### src/rtl/pdm_pwr_pkg.sv
package pdm_pwr_pkg;

   typedef enum logic [1:0] {
      PS_ACTIVE  = 2'd0,
      PS_STANDBY = 2'd1,
      PS_PWRDN   = 2'd2,
      PS_WAKING  = 2'd3
   } pwr_state_e;

   function automatic int unsigned cnt_width(input int unsigned max_val);
      return (max_val < 2) ? 1 : $clog2(max_val + 1);
   endfunction

endpackage

### src/rtl/pdm_clk_watchdog.sv
module pdm_clk_watchdog #(
   parameter int unsigned SYNC_STAGES = 2,
   parameter int unsigned LOSS_TICKS  = 64,
   parameter bit          BOTH_EDGES  = 1'b1
) (
   input  logic clk_ref,
   input  logic rst_n,
   input  logic pdm_clk,
   output logic edge_seen,
   output logic clk_lost
);
   import pdm_pwr_pkg::*;

   localparam int unsigned CW = cnt_width(LOSS_TICKS);
   localparam logic [CW-1:0] LIMIT = CW'(LOSS_TICKS);

   if (SYNC_STAGES < 2) begin : g_bad_sync
      $error("SYNC_STAGES must be at least 2");
   end
   if (LOSS_TICKS < 2) begin : g_bad_loss
      $error("LOSS_TICKS must be at least 2");
   end

   logic [SYNC_STAGES-1:0] sync_q;
   logic                   lvl_q;
   logic                   sync_last;
   logic [CW-1:0]          idle_cnt;

   always_ff @(posedge clk_ref or negedge rst_n) begin
      if (!rst_n) begin
         sync_q <= '0;
         lvl_q  <= 1'b0;
      end else begin
         sync_q <= {sync_q[SYNC_STAGES-2:0], pdm_clk};
         lvl_q  <= sync_q[SYNC_STAGES-1];
      end
   end

   assign sync_last = sync_q[SYNC_STAGES-1];

   if (BOTH_EDGES) begin : g_any_edge
      assign edge_seen = sync_last ^ lvl_q;
   end else begin : g_rise_edge
      assign edge_seen = sync_last & ~lvl_q;
   end

   always_ff @(posedge clk_ref or negedge rst_n) begin
      if (!rst_n) begin
         idle_cnt <= '0;
      end else if (edge_seen) begin
         idle_cnt <= '0;
      end else if (idle_cnt != LIMIT) begin
         idle_cnt <= idle_cnt + 1'b1;
      end
   end

   assign clk_lost = (idle_cnt == LIMIT);

   AST_EDGE_REARMS: assert property (@(posedge clk_ref) disable iff (!rst_n)
      edge_seen |=> !clk_lost);
   AST_LOSS_STICKY: assert property (@(posedge clk_ref) disable iff (!rst_n)
      (clk_lost && !edge_seen) |=> clk_lost);

endmodule

### src/rtl/pdm_wake_timer.sv
module pdm_wake_timer #(
   parameter int unsigned WAKE_TICKS = 25000
) (
   input  logic clk_ref,
   input  logic rst_n,
   input  logic run,
   output logic done
);
   import pdm_pwr_pkg::*;

   localparam int unsigned CW = cnt_width(WAKE_TICKS - 1);
   localparam logic [CW-1:0] LAST = CW'(WAKE_TICKS - 1);

   if (WAKE_TICKS < 2) begin : g_bad_wake
      $error("WAKE_TICKS must be at least 2");
   end

   logic [CW-1:0] wake_cnt;

   always_ff @(posedge clk_ref or negedge rst_n) begin
      if (!rst_n) begin
         wake_cnt <= '0;
      end else if (!run) begin
         wake_cnt <= '0;
      end else if (wake_cnt != LAST) begin
         wake_cnt <= wake_cnt + 1'b1;
      end
   end

   assign done = run && (wake_cnt == LAST);

   AST_WAKE_FROM_ZERO: assert property (@(posedge clk_ref) disable iff (!rst_n)
      (!run) |=> (wake_cnt == '0));

endmodule

### src/rtl/pdm_strap_latch.sv
module pdm_strap_latch #(
   parameter int unsigned STRAP_W = 2
) (
   input  logic               clk_ref,
   input  logic               rst_n,
   input  logic [STRAP_W-1:0] strap_in,
   output logic [STRAP_W-1:0] strap_q
);
   if (STRAP_W < 1) begin : g_bad_strap
      $error("STRAP_W must be at least 1");
   end

   logic captured;

   always_ff @(posedge clk_ref or negedge rst_n) begin
      if (!rst_n) begin
         captured <= 1'b0;
         strap_q  <= '0;
      end else if (!captured) begin
         captured <= 1'b1;
         strap_q  <= strap_in;
      end
   end

   AST_STRAP_FROZEN: assert property (@(posedge clk_ref) disable iff (!rst_n)
      captured |=> $stable(strap_q));

endmodule

### src/rtl/pdm_pwr_seq.sv
module pdm_pwr_seq #(
   parameter int unsigned STRAP_W     = 2,
   parameter int unsigned SYNC_STAGES = 2,
   parameter int unsigned LOSS_TICKS  = 64,
   parameter int unsigned WAKE_TICKS  = 25000,
   parameter bit          BOTH_EDGES  = 1'b1
) (
   input  logic               clk_ref,
   input  logic               rst_n,
   input  logic               pdm_clk,
   input  logic               stop_seen,
   input  logic               nonstop_seen,
   input  logic [STRAP_W-1:0] strap_in,
   output logic [1:0]         pwr_state,
   output logic               amp_en,
   output logic               mute,
   output logic               cfg_clear,
   output logic [STRAP_W-1:0] strap_q
);
   import pdm_pwr_pkg::*;

   pwr_state_e state_q, state_d;
   logic       clk_lost, edge_seen, lost_prev, wake_done;

   pdm_clk_watchdog #(
      .SYNC_STAGES (SYNC_STAGES),
      .LOSS_TICKS  (LOSS_TICKS),
      .BOTH_EDGES  (BOTH_EDGES)
   ) u_wdog (
      .clk_ref   (clk_ref),
      .rst_n     (rst_n),
      .pdm_clk   (pdm_clk),
      .edge_seen (edge_seen),
      .clk_lost  (clk_lost)
   );

   pdm_wake_timer #(
      .WAKE_TICKS (WAKE_TICKS)
   ) u_wake (
      .clk_ref (clk_ref),
      .rst_n   (rst_n),
      .run     (state_q == PS_WAKING),
      .done    (wake_done)
   );

   pdm_strap_latch #(
      .STRAP_W (STRAP_W)
   ) u_strap (
      .clk_ref  (clk_ref),
      .rst_n    (rst_n),
      .strap_in (strap_in),
      .strap_q  (strap_q)
   );

   always_comb begin
      state_d = state_q;
      if (clk_lost) begin
         state_d = PS_PWRDN;
      end else begin
         unique case (state_q)
            PS_ACTIVE:  if (stop_seen)    state_d = PS_STANDBY;
            PS_STANDBY: if (nonstop_seen) state_d = PS_WAKING;
            PS_PWRDN:   if (nonstop_seen) state_d = PS_WAKING;
            PS_WAKING: begin
               if (stop_seen)      state_d = PS_STANDBY;
               else if (wake_done) state_d = PS_ACTIVE;
            end
            default: state_d = PS_PWRDN;
         endcase
      end
   end

   always_ff @(posedge clk_ref or negedge rst_n) begin
      if (!rst_n) begin
         state_q   <= PS_PWRDN;
         amp_en    <= 1'b0;
         mute      <= 1'b1;
         cfg_clear <= 1'b0;
         lost_prev <= 1'b0;
      end else begin
         state_q   <= state_d;
         amp_en    <= (state_d == PS_ACTIVE);
         mute      <= (state_d != PS_ACTIVE);
         lost_prev <= clk_lost;
         cfg_clear <= clk_lost && !lost_prev;
      end
   end

   assign pwr_state = state_q;

   AST_STOP_EXITS_ACTIVE: assert property (@(posedge clk_ref) disable iff (!rst_n)
      (state_q == PS_ACTIVE && stop_seen && !clk_lost) |=> (state_q == PS_STANDBY));
   AST_LOSS_FORCES_PDN: assert property (@(posedge clk_ref) disable iff (!rst_n)
      clk_lost |=> (state_q == PS_PWRDN));
   AST_CLEAR_ONE_CYCLE: assert property (@(posedge clk_ref) disable iff (!rst_n)
      cfg_clear |=> !cfg_clear);
   AST_CLEAR_IN_PDN: assert property (@(posedge clk_ref) disable iff (!rst_n)
      cfg_clear |-> (state_q == PS_PWRDN));
   AST_LOST_BLOCKS_WAKE: assert property (@(posedge clk_ref) disable iff (!rst_n)
      (state_q == PS_PWRDN && clk_lost) |=> (state_q == PS_PWRDN));
   AST_WAKE_MUTED: assert property (@(posedge clk_ref) disable iff (!rst_n)
      (state_q == PS_WAKING) |-> (mute && !amp_en));
   AST_WAKE_ABORT_STOP: assert property (@(posedge clk_ref) disable iff (!rst_n)
      (state_q == PS_WAKING && stop_seen && !clk_lost) |=> (state_q == PS_STANDBY));
   AST_EN_ONLY_ACTIVE: assert property (@(posedge clk_ref) disable iff (!rst_n)
      amp_en |-> (state_q == PS_ACTIVE && !mute));
   AST_ACTIVE_KEEPS: assert property (@(posedge clk_ref) disable iff (!rst_n)
      (state_q == PS_ACTIVE && !stop_seen && !clk_lost) |=> (state_q == PS_ACTIVE));

endmodule

### config.mk
export PLATFORM = sky130hd
export DESIGN_NAME = pdm_pwr_seq
export DESIGN_NICKNAME = d
export VERILOG_FILES = /design/src/rtl/pdm_pwr_pkg.sv /design/src/rtl/pdm_clk_watchdog.sv /design/src/rtl/pdm_wake_timer.sv /design/src/rtl/pdm_strap_latch.sv /design/src/rtl/pdm_pwr_seq.sv
export SDC_FILE = /design/constraint.sdc
export NUM_CORES = 1
export LEC_CHECK = 0
export ABC_AREA = 1
export BUFFER_PORTS_ARGS = -buffer_cell sky130_fd_sc_hd__buf_2
export CELL_PAD_IN_SITES_DETAIL_PLACEMENT = 1
export CELL_PAD_IN_SITES_GLOBAL_PLACEMENT = 1
export CORE_ASPECT_RATIO = 0.6
export CORE_MARGIN = 2
export CORE_UTILIZATION = 48
export CTS_BUF_LIST = sky130_fd_sc_hd__clkbuf_16
export DETAILED_ROUTE_END_ITERATION = 12
export HOLD_SLACK_MARGIN = 0.1
export PLACE_DENSITY = 0.93
export SLEW_MARGIN = 20
export SYNTH_ARGS = -nofsm -noshare
export SYNTH_HDL_FRONTEND = slang
export SYNTH_SLANG_ARGS = --single-unit
### constraint.sdc
create_clock -name clk_ref -period 3.1 [get_ports clk_ref]
set_clock_uncertainty 0.05 [all_clocks]
set_input_delay 0.465 -clock clk_ref [delete_from_list [all_inputs] [get_ports clk_ref]]
set_output_delay 0.465 -clock clk_ref [all_outputs]
set_load 0.005 [all_outputs]
* After elaboration in Yosys (flattened, before gate mapping)
Index checks and enable logic that the tools add are counted.
Storage, ports and cells: word-level logic and storage cells 40, bits of input ports 7, flip-flop bits (word level) 34
Operators by class: bitwise logic cells 1, multiplexer cells 10, eq/ne operators 8, add/subtract/negate cells 2, reduce and logical (&&, ||, !) cells 8
Operators by type and width (number):
- $mux 15 | 2
- $add 15x1->15 const B | 1
- $eq 15x15->1 const B | 1
- $ne 15x15->1 const B | 1
- $mux 7 | 2
- $mux 2 | 5
- $add 7x1->7 const B | 1
- $eq 7x7->1 const B | 1
- $ne 7x7->1 const B | 1
- $pmux 2 s3 | 1
- $eq 2x2->1 const B | 2
- $logic_not 2->1 | 2
- $reduce_bool 2->1 | 2
- $eq 2x1->1 const B | 1
- $logic_and 1x1->1 | 2
- $ne 2x2->1 const B | 1
- $reduce_or 2->1 | 1
- $logic_not 1->1 | 1
- $xor 1x1->1 | 1

* Depth between registers and ports, before layout
Gate-level depths: netlist of the first run.
word-level depth 7, mapped depth 11, mapped depth without buffers 11

* Hierarchy
From an unflattened synthesis of the first run, not the netlist that was laid out.
Second synthesis, totals: cells, all modules 259, area, all modules 1906.8 sq um
By module, submodules not included:
- pdm_wake_timer | area an instance 974.7 sq um, sequential area each 375.4 sq um, cells each 144, instances 1
- pdm_clk_watchdog | area an instance 476.7 sq um, sequential area each 250.2 sq um, cells each 54, instances 1
- pdm_pwr_seq | area an instance 350.3 sq um, sequential area each 152.6 sq um, cells each 50, instances 1
- pdm_strap_latch | area an instance 105.1 sq um, sequential area each 75.1 sq um, cells each 11, instances 1

* Worst setup path after synthesis of the first run
Ideal clock, no wire load.
kind register to register, start point register state_q[1], in the netlist pwr_state[1], end point register amp_en, arrival 1289 ps, setup slack 1647 ps, cell stages (with the launch flop) 10, period minus slack after synthesis 1453 ps, setup time 114 ps, path through dfstp_2 inv_1 ha_1 inv_1 nor2_1 o21ai_0 nand2_1 inv_1 nand2_2 nor2_2
On the way: word-level cells in the longest chain between the ends 7, elaborated cells on any way between the ends 13, classes of those cells eq/ne (3); mux (6); reduce/logical (4)
Ends and longest elaborated chain:
- from (decl) | RTL line pdm_pwr_seq.sv:22 | pwr_state_e state_q, state_d;
- from (signal assigned) | RTL line pdm_pwr_seq.sv:81 | state_q <= state_d;
- $eq 2x2->1 | RTL line pdm_pwr_seq.sv:42, pdm_pwr_seq.sv:60
- $logic_and 1x1->1 | RTL line pdm_wake_timer.sv:30 | assign done = run && (wake_cnt == LAST);
- $mux 2 | RTL line pdm_pwr_seq.sv:66 | else if (wake_done) state_d = PS_ACTIVE;
- $mux 2 | RTL line pdm_pwr_seq.sv:65 | if (stop_seen) state_d = PS_STANDBY;
- $pmux 2 s3 * | RTL line pdm_pwr_seq.sv:60 | unique case (state_q)
- $mux 2 * | RTL line pdm_pwr_seq.sv:57 | if (clk_lost) begin
- net state_d[1] | RTL line pdm_pwr_seq.sv:22
- $logic_not 2->1 * | RTL line pdm_pwr_seq.sv:82 | amp_en <= (state_d == PS_ACTIVE);
- to (signal assigned) | RTL line pdm_pwr_seq.sv:82
- to (decl) | RTL line pdm_pwr_seq.sv:15 | output logic amp_en,
The timed path passes the listed nets; every way through them passes the cells marked *. A chain may end at the register's enable or synchronous reset.

* Worst setup path after layout of the first run
start point register u_wake.wake_cnt[0], end point register amp_en
On the way: word-level cells in the longest chain between the ends 7
Ends and longest elaborated chain:
- from (decl) | RTL line pdm_wake_timer.sv:18 | logic [CW-1:0] wake_cnt;
- from (signal assigned) | RTL line pdm_wake_timer.sv:26 | wake_cnt <= wake_cnt + 1'b1;
- $eq 15x15->1 | RTL line pdm_wake_timer.sv:30
- $logic_and 1x1->1 | RTL line pdm_wake_timer.sv:30
- $mux 2 | RTL line pdm_pwr_seq.sv:66
- $mux 2 | RTL line pdm_pwr_seq.sv:65
- $pmux 2 s3 | RTL line pdm_pwr_seq.sv:60
- $mux 2 | RTL line pdm_pwr_seq.sv:57
- $logic_not 2->1 | RTL line pdm_pwr_seq.sv:82
No other way between the ends.

==> flow_summary.yaml, run 1 <==
clock_tree:
  cts_resized: 0
  clk_pin_slew_ns: 0.06
  cts.hold.buffers_added: 0
  htree_levels: 2
  insertion_delay_ns: 0.29
  cts_root_buf: "clkbuf_16"
  cts_setup_buffers: 0
  numClockSinks: 34
  cts_tree: "built"
  cts_made_buffers: 5
  cts_buffer_depth: 2
floorplan:
  start_util: 0.506
  fp.dieH_um: 49.6
  num_rows: 16
  die-area_um2: 3960
  fp.dieW_um: 80.0
  io_pins: 14
  core_um2: 3280
global_routing:
  antenna_found_initial: 0
  grt_max_degree: 35
  met1_usage: 0.320
  busiest_layer: "met2"
  grt_util_met2: 0.435
  grt_pass1_wl_mm: 7.68
  grt_pass1_vias: 1577
  track_usage: 0.268
  grt-ovfl-total: 0
  grt_use_met3: 0.0788
yosys:
  synth_warnings: 0
  syn_inst: 190
  postSynthNetCount: 202
  avgSynthCellArea_um2: 8.75
  seq_area_frac_synth: 0.514
  syn-cell-area_um2: 1660
  synth-seq-cells: 34
  yosysUniqueCellTypes: 28
worst_setup_path:
  crit_family: "simple AND/OR/NAND/NOR gates"
  crit_required_ns: 3.27
  criticalPathCategory: "reg2reg"
  critical_path.max_fanout: 5
  crit_path_start_kind: "flop"
  worst_setup_path_end_kind: "flop"
  crit_buf_inv: 1
  worstPathArrival_ns: 1.94
  cp_slowest_cell: "dfrtp_1"
  path_cells: "ha_1, inv_1, nor2_1, nand2_1, nor2_4, nand2_4, nand2_4, nand3_2, nand2_1, nand2_1, nor2_2"
  crit_top_cell: "nand2_1"
  critPathMaxStageDelay_ns: 0.42
sta:
  whs_ns: 0.201
  finalSetupTns_ns: 0
  setup_viol_count_final: 0
  rsz0062_at_grt: "false"
  post-route-period-util: 0.573
  worst_pin_slew_ns: 0.768
  hold_viol: 0
  slew_headroom: 0.488
  fmax_mhz: 563
  drv_slew: 0
  min_period_ns: 1.78
routing:
  detail_route.vias_per_cell: 5.57
  routed_wl_mm: 4.60
  drc: 0
  initialDrtViolationCount: 111
  firstDrtPassIters: 4
  ant_nets: 0
  wl_per_cell_um: 18.0
  vias: 1420
final_layout:
  synthToLayoutAreaGrowth_pct: 15.5
  antennaDiodeCount: 0
  stdcell_area_um2: 1920
  layout.nets: 221
  fin_cells: 255
  fillers: 396
  drive_gt1_frac: 0.176
placement:
  placed_cell_area_um2: 1780
  gp_congestion: 0.879
  dp_hpwl_mm: 3.09
  dp_cells: 247
  portBuffers: 13
power:
  p_leak_nw: 0.902
  ir_drop_mv: 0.492
  p_per_area_nw_per_um2: 705
  power.total_w: 0.00135
flow_run:
  maxCapViolations: 0
worst_hold_path:
  hold_class: "in2async"
status:
  status: "completed"
## placed cells by master, fill, tap and decap left out
master	instances
clkinvlp_4	1
dfrtp_1	32
ha_1	5
a31oi_1	1
nand3_1	9
nand2_4	2
o21ai_0	13
conb_1	1
nor2_4	1
and3_1	1
xor2_1	2
clkinv_1	2
buf_2	13
nor3_1	6
clkinv_2	1
nor2_2	4
nand4_1	3
mux2_2	2
nor3_4	1
nand3_2	2
nor3_2	1
nand2_1	28
nor2_1	20
nor4_1	1
xnor2_1	2
nand2_2	2
inv_1	29
clkbuf_16	5
dfstp_2	2
and2_1	1
a21oi_1	17
## layout make-up
type / instances / area (µm²) / share of cell area
Multi-Input combinational cell: 125 / 691 / 0.360
Timing Repair Buffer: 13 / 65.1 / 0.0339
Sequential cell: 34 / 853 / 0.445
Inverter: 30 / 113 / 0.0587
Tap cell: 45 / 56.3 / 0.0293
Clock buffer: 5 / 125 / 0.0652
Clock inverter: 3 / 16.3 / 0.00847
## flip-flops by register name (all words and copies together), names as in the netlist
signal and count:
amp_en 1, cfg_clear 1, u_wdog.sync_q 2, u_wake.wake_cnt 15
u_wdog.lvl_q 1, u_wdog.idle_cnt 7, mute 1, pwr_state 2
u_strap.captured 1, u_strap.strap_q 2, lost_prev 1
## worst paths after layout
path	start	end	slack [ns]	cells past startpoint
hold / removal	rst_n	u_wake.wake_cnt[0]	0.20	1
setup / recovery	u_wake.wake_cnt[0]	amp_en	1.32	11
min in group clk_ref	pdm_clk	u_wdog.sync_q[0]	0.24	1
hold reg to reg	u_wdog.sync_q[0]	u_wdog.sync_q[1]	0.32	0
max in group asynchronous	rst_n	cfg_clear	2.31	1
setup reg to reg	u_wake.wake_cnt[0]	amp_en	1.32	11
## metrics by stage
stage           util  worst slack (ns)
2_1_floorplan      -              1.65
3_3_place_gp   0.542              1.52
3_5_place_dp   0.542              1.38
4_1_cts        0.585              1.37
5_1_grt        0.585              1.21
6_report       0.585              1.32
## synthesized netlist by cell type, drive strengths merged
master  number  share of area
buf          1         0.0030
inv         29          0.066
and3         1         0.0038
nor3         8          0.034
xor2         2          0.011
nand3       11          0.039
nand2       32          0.084
mux2         2          0.014
o21ai       13          0.039
conb         1         0.0023
and2         1         0.0038
dfrtp       32           0.48
xnor2        2          0.011
a31oi        1         0.0038
a21oi       17          0.051
dfstp        2          0.032
nor4         1         0.0038
ha           5          0.038
nor2        25          0.067
clkinv       1         0.0023
nand4        3          0.011
## where the power goes
part	internal [W]	total (W)	switching, W
sequential	0.000500	0.000537	0.0000369
clock	0.000293	0.000481	0.000188
combinational	0.000115	0.000335	0.000220
## kinds of logic after synthesis
| group | synth area share |
|---|---|
| and+or+nand+nor | 0.247 |
| AOI/OAI and AO/OA | 0.0941 |
| xor gates and xnor gates | 0.0211 |
| buffers and inverters | 0.0708 |
| adders and majority gates | 0.0377 |
| other | 0.00226 |
| DFF | 0.514 |
| muxes | 0.0136 |
## routing by layer
layer	share of wire	wire, µm
met4	0.026	121
met5	0	0
met2	0.49	2230
met1	0.42	1950
met3	0.064	294
No activity file was read; power rests on OpenSTA's default activity.
==> run 2, diff against run 1 <==
- CORE_UTILIZATION: 48 -> 40
- PLACE_DENSITY: 0.93 -> 0.84
- clock period: 3.1 -> 1.5 ns (I/O delays scaled with it)
==> run 2 against run 1 <==
Sequential share of layout area decreased by 6.1 points. Clock-buffer cell count unchanged. Setup slack worse by 1.4 ns. Final area increased by 16%. Core utilization shrank 3.4 points. Critical path type unchanged. Largest cell class unchanged. The run now ends with setup timing left. Largest power group unchanged.
==> flow_summary.yaml, run 2 (synthesis results as in run 1) <==
routing:
  wl_per_cell_um: 17.6
  vias: 1490
  drc: 0
  firstDrtPassIters: 4
  routed_wl_mm: 5.01
  ant_nets: 0
  detail_route.vias_per_cell: 5.25
  initialDrtViolationCount: 52
power:
  p_per_area_nw_per_um2: 1380
  seq_power_share: 0.360
  p_clk_frac: 0.319
  switching_power_w: 0.00101
  p_leak_nw: 1.04
  combPwrFrac: 0.321
  p_int_w: 0.00208
  power.total_w: 0.00309
  switching_share: 0.327
  ir_drop_mv: 0.962
worst_setup_path:
  crit_path_start_kind: "flop"
  path_cells: "nand2_1, clkinv_1, nand2_1, nor2_2, nand2_4, nand2_2, a21oi_1, o21ai_1, inv_1"
  r2r-end: "u_wake.wake_cnt[3]"
  r2r_cells: 9
  crit_required_ns: 1.66
  worst_setup_path_end_kind: "flop"
  crit_top_cell: "nand2_1"
  r2r-start: "u_wake.wake_cnt[7]"
  critical_path.max_fanout: 5
  criticalPathCategory: "reg2reg"
  critPathMaxStageDelay_ns: 0.44
  worstPathArrival_ns: 1.70
  r2r_slack_ns: -0.03
  cp_slowest_cell: "dfrtp_1"
sta:
  min_period_ns: 1.53
  fin_ws_ns: -0.0318
  setup_viol_count_final: 3
  drv_slew: 0
  post-route-period-util: 1.02
  rsz0062_at_grt: "true"
  whs_ns: 0.134
  fmax_mhz: 653
  hold_viol: 0
final_layout:
  stdcell_area_um2: 2230
  largestRegisters: "u_wake.wake_cnt x15, u_wdog.idle_cnt x7"
  largest_register_ffs: 15
  antennaDiodeCount: 0
  fillers: 484
  synthToLayoutAreaGrowth_pct: 34.4
  mostFrequentLayoutCells: "30 x dfrtp_1, 23 x inv_1, 21 x buf_4, 20 x nand2_1, 16 x nor2_1"
  layout.nets: 245
  final_core_util: 0.551
  drive_gt1_frac: 0.389
  top_register: "u_wake.wake_cnt"
  final_common_cell: "dfrtp_1"
floorplan:
  fp.dieH_um: 53.9
  num_rows: 18
  die-area_um2: 4700
  fp.dieW_um: 87.2
  core_um2: 4050
  start_util: 0.410
  io_pins: 14
clock_tree:
  cts_made_buffers: 5
  insertion_delay_ns: 0.28
  cts_tree: "built"
  htree_levels: 2
  clk_pin_slew_ns: 0.05
  cts_root_buf: "clkbuf_16"
  cts_buffer_depth: 2
  numClockSinks: 34
global_routing:
  grt_use_met3: 0.0506
  track_usage: 0.219
  grt_pass1_vias: 1539
  antenna_found_initial: 0
  grt_max_degree: 19
  busiest_layer: "met2"
  grt_pass1_wl_mm: 7.49
  grt_util_met2: 0.383
  met1_usage: 0.273
  grt-ovfl-total: 0
status:
  violations: "setup timing"
  status: "complete, but fails checks"
placement:
  placed_cell_area_um2: 1860
  gp_congestion: 0.795
  dp_slack_ns: -0.0790
  dp_hpwl_mm: 3.21
  portBuffers: 13
worst_hold_path:
  min_to: "u_strap.strap_q[0]"
  hold_path_depth: 2
  hold_class: "in2reg"
  hp-start: "strap_in[0]"
flow_run:
  maxCapViolations: 0
[run 2: changes by cell type in the layout (fill, tap and decap cells not counted), sizes merged]
cell	change
buf	+22
dlygate4sd3	+2
[run 2: layout make-up]
class | instances | area (µm²) | area share
Inverter | 30 | 113 | 0.0504
Clock buffer | 5 | 125 | 0.0560
Clock inverter | 3 | 16.3 | 0.00728
Multi-Input combinational cell | 125 | 807 | 0.361
Tap cell | 50 | 62.6 | 0.0280
Timing Repair Buffer | 37 | 254 | 0.114
Sequential cell | 34 | 856 | 0.383
[run 2: worst max-delay path: cells and delay by family (launching register included)]
kind | cells | cell delay [ns]
compound gates | 2 | 0.29
buf+inv | 2 | 0.20
flops | 1 | 0.44
simple gates | 5 | 0.49
[run 2: power groups by stage]
| stage | clock (W) | combinational [W] | sequential [W] |
|---|---|---|---|
| CTS | 0.00100 | 0.000900 | 0.00111 |
| detailed placement | 0 | 0.000782 | 0.00111 |
| global route | 0.00104 | 0.00108 | 0.00112 |
| floorplan | 0 | 0.000453 | 0.00111 |
| global placement | 0 | 0.000743 | 0.00111 |
| finish | 0.000985 | 0.000989 | 0.00111 |
[run 2: layer usage]
metal | wire length [µm] | part of all wire
met5 | 0 | 0
met4 | 140 | 0.028
met3 | 231 | 0.046
met2 | 2510 | 0.50
met1 | 2130 | 0.42
[run 2: metrics by stage]
stage               setup TNS [ns]  instances
floorplan                        0        190
global placement           -0.0326        262
detailed placement          -0.458        262
CTS                              0        277
global route                 -1.02        284
finish                     -0.0468        284
[run 2: repair_timing]
| item | CTS | global route |
|---|---|---|
| gates resized for setup | 18 | 26 |
| setup buffers | 5 | 7 |
| hold endpoints to repair | 17 | 0 |
| setup endpoints to repair | 14 | 18 |
| pin swaps | 7 | 7 |
| hold buffers | 2 | 0 |
[run 2: worst max-delay path by stage]
stage                                  start                 end
after global placement          pwr_state[1]              amp_en
after global routing      u_wake.wake_cnt[7]  u_wake.wake_cnt[3]
after detailed placement  u_wake.wake_cnt[1]              amp_en
after CTS                       pwr_state[1]              amp_en
final                     u_wake.wake_cnt[7]  u_wake.wake_cnt[3]
after floorplan                 pwr_state[1]              amp_en
==> run 3, diff against run 2 <==
- CORE_UTILIZATION: 40 -> 39
- SYNTH_HIERARCHICAL: not set -> 1
==> run 3 against run 2 <==
The run still ends with setup timing left. Combinational power hardly changed. Final area is 12% higher. Worst hold slack better by 0.12 ns. Clock-buffer cell count stayed put. Maximum frequency is 3.5% lower. Setup slack worse by 0.056 ns. Register-to-register slack worse by 0.06 ns. Flip-flop and latch count stayed put. Highest routed layer unchanged.
==> flow_summary.yaml, run 3 <==
clock_tree:
  cts_buffer_depth: 2
  clk_pin_slew_ns: 0.06
  numClockSinks: 34
  cts_root_buf: "clkbuf_16"
  cts_made_buffers: 5
  htree_levels: 2
  cts_tree: "built"
  insertion_delay_ns: 0.28
worst_setup_path:
  crit_family: "simple AND/OR/NAND/NOR gates"
  crit_top_cell: "nand2_1"
  critical_path.max_fanout: 3
  crit_required_ns: 1.66
  criticalPathCategory: "reg2reg"
  worstPathArrival_ns: 1.74
  worst_setup_path_end_kind: "flop"
  crit_buf_inv: 2
  path_cells: "ha_2, nand4_1, nor2_1, nand2_1, nor2_2, inv_2, nand2_1, nand2_1, nand2_2, inv_1, nor2_1, nand2_1"
  critPathMaxStageDelay_ns: 0.37
  cp_slowest_cell: "dfrtp_1"
  crit_path_start_kind: "flop"
routing:
  detail_route.vias_per_cell: 5.14
  wl_per_cell_um: 16.0
  vias: 1908
  routed_wl_mm: 5.95
  ant_nets: 0
  initialDrtViolationCount: 118
  firstDrtPassIters: 4
  drc: 0
sta:
  setup_viol_count_final: 5
  hold_viol: 0
  min_period_ns: 1.59
  drv_slew: 0
  fmax_mhz: 630
  rsz0062_at_grt: "true"
  fin_ws_ns: -0.0875
  post-route-period-util: 1.06
status:
  status: "complete, but fails checks"
  violations: "setup timing"
global_routing:
  grt-ovfl-total: 0
  antenna_found_initial: 0
  grt_pass1_wl_mm: 9.14
  grt_pass1_vias: 1899
  grt_max_degree: 35
  track_usage: 0.221
yosys:
  synthArstFlopShare: 1.00
  avgSynthCellArea_um2: 7.36
  syn_inst: 259
  synth.area.top_cells: "dfrtp_1 42%, nand2_1 14%, nor2_1 9.4%, nand3_1 6.3%, inv_1 5.5%"
  synth_common_cells: "69 x nand2_1, 48 x nor2_1, 32 x dfrtp_1"
  synth.top_cell.area_share: 0.420
  yosysUniqueCellTypes: 23
  synth-seq-cells: 34
  syn-cell-area_um2: 1910
  yosys.area.top_type: "dfrtp_1"
  synth_flop_cell: "dfrtp_1"
  yosysMostFrequentCell: "nand2_1"
  postSynthNetCount: 272
  seq_area_frac_synth: 0.448
  synth_edf_count: 0
  synth_warnings: 6
placement:
  dp_hpwl_mm: 3.97
  dp_cells: 354
  portBuffers: 13
  dp_slack_ns: -0.101
  gp_congestion: 0.841
  placed_cell_area_um2: 2200
floorplan:
  start_util: 0.411
  fp.dieW_um: 94.3
  num_rows: 19
  core_um2: 4640
  fp.dieH_um: 58.2
  die-area_um2: 5480
  io_pins: 14
final_layout:
  mostFrequentLayoutCells: "67 x nand2_1, 43 x nor2_1, 32 x dfrtp_1, 26 x buf_4, 25 x inv_1"
  drive_gt1_frac: 0.276
  synthToLayoutAreaGrowth_pct: 30.9
  final_common_cell: "nand2_1"
  antennaDiodeCount: 0
  fin_cells: 371
  layout.nets: 320
  largest_register_ffs: 15
  largestRegisters: "u_wake/wake_cnt x15, u_wdog/idle_cnt x7"
  stdcell_area_um2: 2500
  top_register: "u_wake/wake_cnt"
flow_run:
  maxCapViolations: 0
worst_hold_path:
  hold_class: "in2reg"
power:
  p_per_area_nw_per_um2: 1240
  power.total_w: 0.00310
  p_leak_nw: 1.14
  ir_drop_mv: 0.488
-- run 3: cell count changes in the layout (fill, tap and decap cells not counted), sizes merged, moves of 4 or more --
cell	previous run	this run
nand3	11	24
nor3	8	1
buf	35	39
nor2	25	60
nand2	32	73
o21ai	13	7
a21oi	17	6
nand4	3	9
-- run 3: worst paths after layout --
path                       depth (start not counted)             endpoint  slack (ns)               start
max                                               12                 mute       -0.09  u_wake/wake_cnt[1]
max reg2reg                                       12                 mute       -0.09  u_wake/wake_cnt[1]
min in group asynchronous                          3  u_wake/wake_cnt[12]        0.46               rst_n
min                                                5                 mute        0.25           stop_seen
max in group asynchronous                          3                 mute        0.58               rst_n
min reg2reg                                        0     u_wdog/sync_q[1]        0.30    u_wdog/sync_q[0]
-- run 3: cell families after synthesis --
kind of cell / Yosys count / share of synthesized area
AO/OA/AOI/OAI: 13 / 0.0341
XOR/XNOR: 3 / 0.0177
adder cells (fa/ha/maj): 6 / 0.0394
AND/OR/NAND/NOR: 169 / 0.392
other: 1 / 0.00197
flip-flops: 34 / 0.448
buffers and inverters: 33 / 0.0669
-- run 3: repair_timing --
action                     4_1_cts  5_1_grt
setup endpoints to repair        4       13
hold buffers                     4        0
pin swaps                        7        6
hold endpoints to repair        35        0
gates resized for setup          6       15
buffers inserted                 3        2
-- run 3: per-layer routing --
metal,vias up,global-route usage,share of wire
met5,-,0,0
met4,0,0.0621,0.0086
li1,902,-,-
met1,962,0.307,0.48
met3,7,0.0507,0.038
met2,37,0.353,0.47
-- run 3: worst reg2reg max path: stages, from the launching register on --
cell and delay, ns:
dfrtp_1 0.37, ha_2 0.19, nand4_1 0.11, nor2_1 0.15, nand2_1 0.09, nor2_2 0.12, inv_2 0.06, nand2_1 0.06
nand2_1 0.07, nand2_2 0.09, inv_1 0.05, nor2_1 0.08, nand2_1 0.06
-- run 3: final cells by class --
class	instances	area, µm²
Inverter	31	116
Sequential cell	34	853
Clock inverter	3	16.3
Timing Repair Buffer	43	300
Multi-Input combinational cell	192	1010
Tap cell	63	78.8
Fill cell	610	2140
Clock buffer	5	125
-- run 3: stage by stage --
stage / hold slack [ns] / util / setup TNS, ns
floorplan: -0.121 / - / 0
global placement: 0.239 / 0.474 / 0
detailed placement: 0.237 / 0.474 / -0.261
CTS: 0.247 / 0.522 / -0.0956
global route: 0.296 / 0.538 / -1.08
finish: 0.253 / 0.538 / -0.222
-- run 3: where the power goes --
| group | total (W) | leakage (nW) | switching, W | internal (W) |
|---|---|---|---|---|
| Combinational | 0.00101 | 0.630 | 0.000599 | 0.000410 |
| Sequential | 0.00110 | 0.448 | 0.0000676 | 0.00103 |
| Clock | 0.000996 | 0.0672 | 0.000391 | 0.000605 |
| Total | 0.00310 | 1.14 | 0.00106 | 0.00204 |
